<file path="src/rtl/irqc_pkg.sv">
package irqc_pkg;

    typedef enum logic [1:0] {
        SENSE_LOW  = 2'b00,
        SENSE_RISE = 2'b01,
        SENSE_FALL = 2'b10,
        SENSE_ANY  = 2'b11
    } sense_e;

    localparam logic [2:0] ADR_FLAG_LO = 3'd0;
    localparam logic [2:0] ADR_FLAG_HI = 3'd1;
    localparam logic [2:0] ADR_EN_LO   = 3'd2;
    localparam logic [2:0] ADR_EN_HI   = 3'd3;
    localparam logic [2:0] ADR_MODE_A  = 3'd4;
    localparam logic [2:0] ADR_MODE_B  = 3'd5;
    localparam logic [2:0] ADR_CTRL    = 3'd6;

    localparam int WORD_W = 32;
    localparam int MAX_CH = 64;

    typedef struct packed {
        logic              wr;
        logic [2:0]        addr;
        logic [WORD_W-1:0] data;
    } reg_cmd_t;

    // decide whether a synchronised sample pair is a trigger for the code
    function automatic logic sense_hit(sense_e code, logic cur, logic prev);
        case (code)
            SENSE_LOW:  return !cur;
            SENSE_RISE: return cur && !prev;
            SENSE_FALL: return !cur && prev;
            default:    return cur ^ prev;
        endcase
    endfunction

endpackage

</file>
<file path="src/rtl/irqc_sense.sv">
module irqc_sense
    import irqc_pkg::*;
#(
    parameter int N_CH    = 64,
    parameter int N_SENSE = 32
) (
    input  logic                     clk,
    input  logic                     rst,
    input  logic [N_CH-1:0]          raw,
    input  logic [N_SENSE-1:0][1:0]  mode,
    output logic [N_CH-1:0]          evt
);

    logic [N_CH-1:0]    sy1;
    logic [N_CH-1:0]    sy2;
    logic [N_SENSE-1:0] prv;

    always_ff @(posedge clk) begin
        if (rst) begin
            sy1 <= '0;
            sy2 <= '0;
            prv <= '0;
        end else begin
            sy1 <= raw;
            sy2 <= sy1;
            prv <= sy2[N_SENSE-1:0];
        end
    end

    for (genvar i = 0; i < N_CH; i++) begin : g_ch
        if (i < N_SENSE) begin : g_cfg
            assign evt[i] = sense_hit(sense_e'(mode[i]), sy2[i], prv[i]);
        end else begin : g_fix
            assign evt[i] = sy2[i];
        end
    end

endmodule

</file>
<file path="src/rtl/irqc_regs.sv">
module irqc_regs
    import irqc_pkg::*;
#(
    parameter int N_CH    = 64,
    parameter int N_SENSE = 32
) (
    input  logic                     clk,
    input  logic                     rst,
    input  reg_cmd_t                 cmd,
    input  logic [N_CH-1:0]          flag,
    output logic [N_CH-1:0]          en_q,
    output logic [N_SENSE-1:0][1:0]  mode_q,
    output logic                     auto_clr,
    output logic [N_CH-1:0]          clr_sw,
    output logic [WORD_W-1:0]        rdata
);

    logic [MAX_CH-1:0]   flag_w;
    logic [MAX_CH-1:0]   en_w;
    logic [2*WORD_W-1:0] mode_w;

    assign flag_w = MAX_CH'(flag);
    assign en_w   = MAX_CH'(en_q);

    for (genvar i = 0; i < N_SENSE; i++) begin : g_mode_rd
        assign mode_w[2*i +: 2] = mode_q[i];
    end
    if (N_SENSE < WORD_W) begin : g_mode_pad
        assign mode_w[2*WORD_W-1:2*N_SENSE] = '0;
    end

    // write-one-to-clear decode, one bit per line
    for (genvar i = 0; i < N_CH; i++) begin : g_clr
        localparam logic [2:0] WADR = (i < WORD_W) ? ADR_FLAG_LO : ADR_FLAG_HI;
        assign clr_sw[i] = cmd.wr && (cmd.addr == WADR) && cmd.data[i % WORD_W];
    end

    always_ff @(posedge clk) begin
        if (rst) begin
            en_q     <= '0;
            auto_clr <= 1'b0;
        end else if (cmd.wr) begin
            case (cmd.addr)
                ADR_EN_LO: en_q     <= N_CH'({en_w[MAX_CH-1:WORD_W], cmd.data});
                ADR_EN_HI: en_q     <= N_CH'({cmd.data, en_w[WORD_W-1:0]});
                ADR_CTRL:  auto_clr <= cmd.data[0];
                default: ;
            endcase
        end
    end

    always_ff @(posedge clk) begin
        if (rst) begin
            mode_q <= '0;
        end else begin
            for (int i = 0; i < N_SENSE; i++) begin
                if (cmd.wr && cmd.addr == ((i < 16) ? ADR_MODE_A : ADR_MODE_B))
                    mode_q[i] <= cmd.data[2*(i % 16) +: 2];
            end
        end
    end

    always_comb begin
        case (cmd.addr)
            ADR_FLAG_LO: rdata = flag_w[WORD_W-1:0];
            ADR_FLAG_HI: rdata = flag_w[MAX_CH-1:WORD_W];
            ADR_EN_LO:   rdata = en_w[WORD_W-1:0];
            ADR_EN_HI:   rdata = en_w[MAX_CH-1:WORD_W];
            ADR_MODE_A:  rdata = mode_w[WORD_W-1:0];
            ADR_MODE_B:  rdata = mode_w[2*WORD_W-1:WORD_W];
            ADR_CTRL:    rdata = {{(WORD_W-1){1'b0}}, auto_clr};
            default:     rdata = '0;
        endcase
    end

    AST_CTRL_HOLD: assert property (@(posedge clk) disable iff (rst)
        !(cmd.wr && cmd.addr == ADR_CTRL) |=> $stable(auto_clr));
    AST_EN_HOLD: assert property (@(posedge clk) disable iff (rst)
        !(cmd.wr && (cmd.addr == ADR_EN_LO || cmd.addr == ADR_EN_HI)) |=> $stable(en_q));
    AST_MODE_HOLD: assert property (@(posedge clk) disable iff (rst)
        !(cmd.wr && (cmd.addr == ADR_MODE_A || cmd.addr == ADR_MODE_B)) |=> $stable(mode_q));

endmodule

</file>
<file path="src/rtl/irqc_tree.sv">
module irqc_tree #(
    parameter int N    = 64,
    parameter int ID_W = $clog2(N+1)
) (
    input  logic [N-1:0]    req,
    output logic            hit,
    output logic [ID_W-1:0] id
);

    localparam int LVL   = (N > 1) ? $clog2(N) : 1;
    localparam int W     = 1 << LVL;
    localparam int NODES = 2*W - 1;

    logic [NODES-1:0]          nv;
    logic [NODES-1:0][LVL-1:0] ni;

    for (genvar i = 0; i < W; i++) begin : g_leaf
        if (i < N) begin : g_real
            assign nv[W-1+i] = req[i];
        end else begin : g_pad
            assign nv[W-1+i] = 1'b0;
        end
        assign ni[W-1+i] = LVL'(i);
    end

    // node k has children 2k+1 (lower lines) and 2k+2 (higher lines)
    for (genvar k = 0; k < W-1; k++) begin : g_node
        assign nv[k] = nv[2*k+1] | nv[2*k+2];
        assign ni[k] = nv[2*k+2] ? ni[2*k+2] : ni[2*k+1];
    end

    assign hit = nv[0];
    assign id  = hit ? (ID_W'(ni[0]) + ID_W'(1)) : '0;

endmodule

</file>
<file path="src/rtl/irq_channel_ctrl.sv">
module irq_channel_ctrl
    import irqc_pkg::*;
#(
    parameter  int N_CH    = 64,
    parameter  int N_SENSE = 32,
    localparam int ID_W    = $clog2(N_CH+1)
) (
    input  logic              clk,
    input  logic              rst,
    input  logic [N_CH-1:0]   irq_in,
    input  logic              reg_wr,
    input  logic [2:0]        reg_addr,
    input  logic [31:0]       reg_wdata,
    output logic [31:0]       reg_rdata,
    output logic              irq_req,
    output logic [ID_W-1:0]   irq_id,
    input  logic              ack,
    input  logic [ID_W-1:0]   ack_id
);

    logic [N_CH-1:0]          evt;
    logic [N_CH-1:0]          flag_q;
    logic [N_CH-1:0]          en_q;
    logic [N_CH-1:0]          clr_sw;
    logic [N_CH-1:0]          clr_ack;
    logic [N_CH-1:0]          pend;
    logic [N_SENSE-1:0][1:0]  mode_q;
    logic                     auto_clr;
    reg_cmd_t                 cmd;

    assign cmd = '{wr: reg_wr, addr: reg_addr, data: reg_wdata};

    irqc_sense #(.N_CH(N_CH), .N_SENSE(N_SENSE)) u_sense (
        .clk (clk), .rst (rst), .raw (irq_in), .mode (mode_q), .evt (evt)
    );

    irqc_regs #(.N_CH(N_CH), .N_SENSE(N_SENSE)) u_regs (
        .clk (clk), .rst (rst), .cmd (cmd), .flag (flag_q),
        .en_q (en_q), .mode_q (mode_q), .auto_clr (auto_clr),
        .clr_sw (clr_sw), .rdata (reg_rdata)
    );

    for (genvar i = 0; i < N_CH; i++) begin : g_ack
        assign clr_ack[i] = ack && auto_clr && (ack_id == ID_W'(i + 1));
    end

    // a fresh event overrides any clear in the same cycle
    always_ff @(posedge clk) begin
        if (rst) flag_q <= '0;
        else     flag_q <= (flag_q & ~(clr_sw | clr_ack)) | evt;
    end

    assign pend = flag_q & en_q;

    irqc_tree #(.N(N_CH), .ID_W(ID_W)) u_tree (
        .req (pend), .hit (irq_req), .id (irq_id)
    );

    AST_REQ_ANY: assert property (@(posedge clk) disable iff (rst)
        irq_req == (|pend));
    AST_WINNER_TOP: assert property (@(posedge clk) disable iff (rst)
        irq_req |-> (N_CH'(pend >> (irq_id - ID_W'(1))) == N_CH'(1)));
    AST_EVENT_WINS: assert property (@(posedge clk) disable iff (rst)
        (|evt) |=> ((flag_q & $past(evt)) == $past(evt)));
    AST_ACK_CLEARS: assert property (@(posedge clk) disable iff (rst)
        (|clr_ack) |=> ((flag_q & $past(clr_ack & ~evt)) == '0));
    AST_NO_SPURIOUS: assert property (@(posedge clk) disable iff (rst)
        !$past(rst) |-> ((flag_q & ~$past(flag_q) & ~$past(evt)) == '0));

endmodule

</file>
<file path="config.mk">
export PLATFORM = sky130hd
export DESIGN_NAME = irq_channel_ctrl
export DESIGN_NICKNAME = d
export VERILOG_FILES = /design/src/rtl/irqc_pkg.sv /design/src/rtl/irqc_sense.sv /design/src/rtl/irqc_regs.sv /design/src/rtl/irqc_tree.sv /design/src/rtl/irq_channel_ctrl.sv
export SDC_FILE = /design/constraint.sdc
export NUM_CORES = 1
export LEC_CHECK = 0
export BUFFER_PORTS_ARGS = -buffer_cell sky130_fd_sc_hd__buf_4
export CORE_ASPECT_RATIO = 1.25
export CORE_MARGIN = 1
export CORE_UTILIZATION = 54
export CTS_BUF_LIST = sky130_fd_sc_hd__clkbuf_8
export DETAILED_ROUTE_END_ITERATION = 8
export PLACE_DENSITY_LB_ADDON = 0.15
export SYNTH_ARGS = -nofsm -noshare
export SYNTH_HDL_FRONTEND = slang
export SYNTH_HIERARCHICAL = 1
export SYNTH_SLANG_ARGS = --single-unit
</file>
<file path="constraint.sdc">
create_clock -name clk -period 3.19 [get_ports clk]
set_input_delay 0.4785 -clock clk [delete_from_list [all_inputs] [get_ports clk]]
set_output_delay 0.4785 -clock clk [all_outputs]
set_load 0.02 [all_outputs]
</file>
## Yosys cells after proc, flatten, opt, wreduce, memory -nomap -nowiden

Index checks and enable logic that the tools add are counted.

| cells by class | value |
|---|---|
| $add $sub $neg | 1 |
| eq/ne operators | 134 |
| multiplexer cells | 98 |
| bitwise gates (word level) | 102 |
| reduce and logical (&&, ||, !) cells | 297 |

Operators with widths:

| kind | number |
|---|---|
| $eq A7 B6 Y1 const B | 32 |
| $pmux W32 S7 | 1 |
| $logic_and A1 B1 Y1 | 197 |
| $and A64 B64 Y64 | 2 |
| $or A64 B64 Y64 | 2 |
| $pmux W64 S2 | 1 |
| $eq A7 B5 Y1 const B | 16 |
| $pmux W1 S3 | 32 |
| $eq A2 B1 Y1 const B | 32 |
| $eq A2 B2 Y1 const B | 32 |
| $logic_not A1 Y1 | 64 |
| $logic_not A2 Y1 | 32 |
| $not A64 Y64 | 1 |
| $or A1 B1 Y1 | 63 |
| $eq A7 B4 Y1 const B | 8 |
| $mux W1 | 32 |
| $mux W2 | 16 |
| $xor A1 B1 Y1 | 32 |
| $eq A7 B3 Y1 const B | 4 |
| $mux W3 | 8 |
| $mux W4 | 4 |
| $eq A7 B2 Y1 const B | 2 |
| $mux W5 | 2 |
| $eq A3 B3 Y1 const B | 3 |
| other kinds (11) | 14 |

| storage, ports and cells | value |
|---|---|
| register bits | 353 |
| output and inout port bits | 40 |

## Longest topological paths before layout

| logic depth | value |
|---|---|
| depth after elaboration | 9 |
| gate-level depth with buffers | 9 |

## Hierarchy

The synthesis kept the hierarchy.

By module, submodules not included:

| module | times used | cells an instance | area each (um^2) | sequential area each (um^2) |
|---|---|---|---|---|
| irqc_regs | 1 | 771 | 6611.3 | 2582.5 |
| irqc_sense | 1 | 561 | 6356.1 | 3203.1 |
| irq_channel_ctrl | 1 | 427 | 3367.0 | 1281.2 |
| irqc_tree | 1 | 132 | 867.1 | 0.0 |

## Worst setup path before layout

OpenSTA, ideal clock, no wires.

| timing | value |
|---|---|
| kind | reg-to-output |
| start point | register u_regs.en_q[28] |
| end point | output irq_id[2] |
| arrival time | 2421 ps |
| required time | 2711 ps |
| slack | 290 ps |
| cell stages (with the launch flop) | 10 |
| buffers on the path | 0 |
| path through | dfxtp_1 > and2_1 > or4_4 > and4bb_4 > o41ai_1 > o32ai_2 > o21ai_2 > ha_1 > xnor2_1 > nor2_1 |

| between the ends | value |
|---|---|
| longest elaborated chain between the ends | 9 |
| elaborated cells between the ends (all ways) | 13 |
| those cells by class | 1 x add/sub; 5 x mux; 7 x bitwise |

RTL lines:

| element | RTL line | RTL |
|---|---|---|
| start: declaration | irqc_regs.sv:11 | `output logic [N_CH-1:0] en_q,` |
| start signal: assignment | irqc_regs.sv:44 | `ADR_EN_LO: en_q <= N_CH'({en_w[MAX_CH-1:WORD_W], cmd.data});` |
| start signal: assignment | irqc_regs.sv:45 | `ADR_EN_HI: en_q <= N_CH'({cmd.data, en_w[WORD_W-1:0]});` |
| $and A64 B64 Y64 * | irq_channel_ctrl.sv:53 | `assign pend = flag_q & en_q;` |
| net pend[28] | irq_channel_ctrl.sv:26 | `logic [N_CH-1:0] pend;` |
| $or A1 B1 Y1 * (2 in series) | irqc_tree.sv:28 | `assign nv[k] = nv[2*k+1] \| nv[2*k+2];` |
| $mux W3 or $or A1 B1 Y1 (tied branches) | irqc_tree.sv:29, irqc_tree.sv:28 |  |
| $mux W4 or $or A1 B1 Y1 (tied branches) | irqc_tree.sv:29, irqc_tree.sv:28 |  |
| $mux W5 | irqc_tree.sv:29 | `assign ni[k] = nv[2*k+2] ? ni[2*k+2] : ni[2*k+1];` |
| $mux W6 | irqc_tree.sv:29 |  |
| $add A6 B1 Y7 | irqc_tree.sv:33 | `assign id = hit ? (ID_W'(ni[0]) + ID_W'(1)) : '0;` |
| $mux W7 * | irqc_tree.sv:33 |  |
| end: declaration | irq_channel_ctrl.sv:16 | `output logic [ID_W-1:0] irq_id,` |

The timed path passes the listed nets; every way through them passes the cells marked *.

## Worst setup path after layout

| timing | value |
|---|---|
| start point | register flag_q[31] |
| end point | output irq_id[4] |

| between the ends | value |
|---|---|
| longest elaborated chain between the ends | 9 |
| elaborated cells between the ends (all ways) | 15 |
| those cells by class | 1 x add/sub; 7 x mux; 7 x bitwise |

RTL lines:

| element | RTL line | RTL |
|---|---|---|
| start: declaration | irq_channel_ctrl.sv:22 | `logic [N_CH-1:0] flag_q;` |
| start signal: assignment | irq_channel_ctrl.sv:50 | `else flag_q <= (flag_q & ~(clr_sw \| clr_ack)) \| evt;` |
| $and A64 B64 Y64 * | irq_channel_ctrl.sv:53 |  |
| net pend[31] | irq_channel_ctrl.sv:26 |  |
| $mux W1 or $or A1 B1 Y1 (tied branches) | irqc_tree.sv:29, irqc_tree.sv:28 |  |
| $mux W2 or $or A1 B1 Y1 (tied branches) | irqc_tree.sv:29, irqc_tree.sv:28 |  |
| $mux W3 or $or A1 B1 Y1 (tied branches) | irqc_tree.sv:29, irqc_tree.sv:28 |  |
| $mux W4 or $or A1 B1 Y1 (tied branches) | irqc_tree.sv:29, irqc_tree.sv:28 |  |
| $mux W5 | irqc_tree.sv:29 |  |
| $mux W6 | irqc_tree.sv:29 |  |
| $add A6 B1 Y7 | irqc_tree.sv:33 |  |
| $mux W7 * | irqc_tree.sv:33 |  |

Marks and branches as above.

==> flow_metrics.py <==
metrics = {
    "synth": {
        "synthCells": 1891,
        "synth-seq-cells": 353,
        "async_flop_share_pct": 0,
        "synthXorXnorAreaFrac_pct": 0.153,
        "syn-cell-area_um2": 17200,
        "muxShareOfSynthArea_pct": 9.40,
        "ys_types": 78,
        "synth_edf_count": 0,
        "synth_ff_type": "dfxtp_1",
        "synth_top_family_by_area": "simple AND/OR/NAND/NOR gates",
        "syn-num-nets": 2066,
        "synth_seq_area_share_pct": 41.1,
        "synth_compound_area_share_pct": 13.9,
        "synthSimpleGateAreaFrac_pct": 21.1,
        "yosysWarnings": 6,
        "synth_fa_ha_area_share_pct": 4.73,
        "avgSynthCellArea_um2": 9.10,
    },
    "critical_path": {
        "reg2regPathDepth": 6,
        "cp-end-kind": "output port",
        "r2r_setup_slack_ps": 1420,
        "critical_path_peak_fanout": 3,
        "r2r_start": "u_sense/sy2[11]",
        "worstSetupPathType": "reg -> out",
        "required_ps": 2710,
        "cpPeakStageDelay_ps": 550,
        "crit_family": "simple AND/OR/NAND/NOR gates",
        "worstPathArrival_ps": 3130,
        "path_buf_inv": 1,
        "path_cells": "and2_4, or4_4, and4bb_4, o41ai_4, o32ai_4, o21ai_2, ha_2, nand3_4, xnor2_1, buf_4",
        "startpoint_type": "register",
        "r2r_end": "flag_q[11]",
        "crit_path_top_delay_cell": "or4_4",
    },
    "cells_and_area": {
        "utilization_pct": 63.1,
        "final_cells": 2455,
        "drive_gt1_share_pct": 19.0,
        "n_antenna_cell": 0,
        "final_nets": 2178,
        "area_growth_pct": 14.3,
    },
    "drt": {
        "wire_per_inst_um": 20.6,
        "antenna_left": 0,
        "drtIter0Drc": 1320,
        "top_layer_used": "met4",
        "drc": 0,
        "wl_met2_um": 22700,
        "wl_met3_um": 4220,
        "via_per_inst": 5.76,
        "wl_um": 50500,
        "dr.pass1.iters": 5,
        "vias": 14137,
        "met1Wirelength_um": 21200,
    },
    "floorplanning": {
        "dieArea_um2": 32600,
        "coreArea_um2": 31200,
        "initial_utilization_pct": 55.2,
        "die-width_um": 162,
        "ios": 150,
        "rows": 72,
        "die_h_um": 202,
    },
    "job": {
        "cap_violations": 0,
    },
    "cts": {
        "htree_levels": 2,
        "cts_buffers": 56,
        "numClockSinks": 353,
        "cts_tree": "yes",
        "clockRootBuffer": "clkbuf_8",
        "holdBufCountCts": 0,
        "clk_pin_slew_worst_paths_ps": 70,
        "cts_buffer_depth": 3,
        "clk_latency_ps": 630,
    },
    "timing": {
        "setup_viol": 8,
        "timing.fmax_ghz": 0.277,
        "finalMaxSlewViolations": 0,
        "period_needed_ps": 3610,
        "relSlewSlack_pct": 21.5,
        "fin_crit_sh_pct": 113,
        "setup_ws_ps": -416,
        "clock_skew_ps": 37.8,
        "rsz0062_at_grt": "yes",
        "hold_viol": 0,
        "worst_pin_slew_ps": 1180,
    },
    "placed_design": {
        "gp_congestion": 0.966,
        "numPortBuffers": 149,
        "dp_hpwl_um": 34800,
        "placed_cells": 2338,
    },
    "pwr": {
        "swShare_pct": 26.1,
        "leakage_nw": 7.91,
        "power_frac_clock_pct": 41.0,
        "cellInternalPower_mw": 7.39,
        "p_sw_mw": 2.61,
        "p_seq_share_pct": 46.9,
        "ir_drop_mv": 0.378,
        "p_per_area_nw_per_um2": 509,
        "pwr-share-comb_pct": 12.0,
    },
    "grt": {
        "grt_pass1_wl_um": 76300,
        "grt_antenna_before_repair": 0,
        "overflow": 0,
        "grt_max_degree": 93,
        "track_usage_pct": 30.8,
        "grt_pass1_vias": 13227,
    },
    "min_path": {
        "min_from": "irq_in[25]",
        "min_to": "u_sense/sy1[25]",
        "hold_class": "in -> reg",
        "hold_depth": 2,
    },
    "run_status": {
        "violations": "setup timing",
        "outcome": "complete, but fails checks",
    },
}
synth_stat cells, types with 4 or more instances:
| cell | number | area, µm² |
|---|---|---|
| a211oi_1 | 62 | 465 |
| a21oi_1 | 173 | 866 |
| a221o_1 | 4 | 40.0 |
| a22o_1 | 32 | 280 |
| a2bb2oi_1 | 10 | 87.6 |
| and2_1 | 129 | 807 |
| buf_2 | 31 | 155 |
| buf_4 | 54 | 405 |
| buf_6 | 29 | 327 |
| clkbuf_1 | 25 | 93.8 |
| clkbuf_2 | 4 | 20.0 |
| dfxtp_1 | 353 | 7070 |
| ha_1 | 65 | 813 |
| inv_1 | 173 | 649 |
| mux2_2 | 10 | 113 |
| mux2i_1 | 76 | 761 |
| mux4_2 | 33 | 743 |
| nand2_1 | 204 | 766 |
| nand2b_1 | 10 | 62.6 |
| nand3_1 | 4 | 20.0 |
| nor2_1 | 59 | 221 |
| nor2b_1 | 137 | 857 |
| nor3_1 | 66 | 330 |
| nor4_1 | 14 | 87.6 |
| o21ai_0 | 29 | 145 |
| o22a_1 | 15 | 131 |
| o31ai_1 | 5 | 37.5 |
| o32a_1 | 5 | 50.1 |
sequential cells by signal (all words and copies together), names as in the netlist:
signal / cells
u_regs/mode_q: 64
flag_q: 64
u_regs/auto_clr: 1
u_sense/sy2: 64
u_regs/en_q: 64
u_sense/prv: 32
u_sense/sy1: 64
power by group through the flow:
stage	registers [mW]	clock network (mW)	logic, mW
finish	4.70	4.10	1.20
global route	4.71	4.39	1.28
CTS	4.69	4.17	1.16
global placement	4.78	0	1.09
floorplan	4.74	0	0.720
detailed placement	4.79	0	1.11
cell type report:
| cell class | count | area, µm² |
|---|---|---|
| multi-input cells | 1220 | 8620 |
| inverters | 173 | 649 |
| well taps | 407 | 509 |
| flip-flops and latches | 353 | 7070 |
| fillers | 2691 | 11500 |
| repair buffers | 199 | 1580 |
| clock buffers | 80 | 1100 |
| clock inverters | 23 | 129 |
worst reg2reg max path: stages, from the launching register on:
cell and delay (ps):
dfxtp_1 370, inv_1 90, ha_1 280, inv_1 40, mux4_2 520, nor3_1 220
a211oi_1 100
worst max path at each step:
stage,from,to,slack [ps],depth (start not counted)
2_1_floorplan,u_regs/en_q[28],irq_id[2],290,9
3_3_place_gp,flag_q[24],irq_id[4],130,10
3_5_place_dp,u_regs/en_q[25],irq_id[4],40,10
4_1_cts,flag_q[25],irq_id[1],-460,9
5_1_grt,u_regs/en_q[31],irq_id[1],-480,9
6_report,flag_q[31],irq_id[4],-420,10
through the flow:
stage	hold WS, ps	total power, mW	area [µm²]	setup WS, ps	TNS [ps]
CTS	25.9	10.0	19600	-461	-2950
floorplan	414	5.46	17200	290	0
global route	38.9	10.4	19700	-483	-3270
detailed placement	420	5.90	18200	37.4	0
global placement	417	5.87	18200	129	0
finish	56.6	10.0	19700	-416	-2680
cell families (layout without fill, tap and decap cells):
group | count (synthesis) | in the layout
xor gates and xnor gates | 3 | 3
muxes | 119 | 119
AOI/OAI and AO/OA | 365 | 365
adders and majority gates | 65 | 65
DFF | 353 | 353
and+or+nand+nor | 668 | 668
buffers and inverters | 318 | 475
per-layer routing:
metal  global-route usage [%]  up-vias
li1                         -     6566
met1                     41.2     6782
met2                     47.5      654
met3                     5.34      135
met4                     16.0        0
met5                        0        -
what timing repair did:
action                                 CTS  global route
pin swaps                               12             5
resized for setup                       27            17
buffers inserted                        10             4
setup endpoints to repair                8             8
endpoints found under the hold margin    0             0
layout by cell type, fill, tap and decap left out, drive strengths merged, types with 4 or more instances in the layout:
master,instances
dfxtp,353
nand2,205
buf,199
inv,188
a21oi,173
nor2b,137
and2,129
clkbuf,80
mux2i,76
nor3,70
ha,65
nor2,64
a211oi,62
mux4,33
a22o,32
o21ai,31
nor4,17
o22a,15
nand2b,13
mux2,10
a2bb2oi,10
o32a,5
or4,5
o31ai,5
nor3b,5
nand3,5
clkinv,4
a221o,4
o32ai,4
or2,4
o211ai,4
Power figures use the tool's default switching activity.
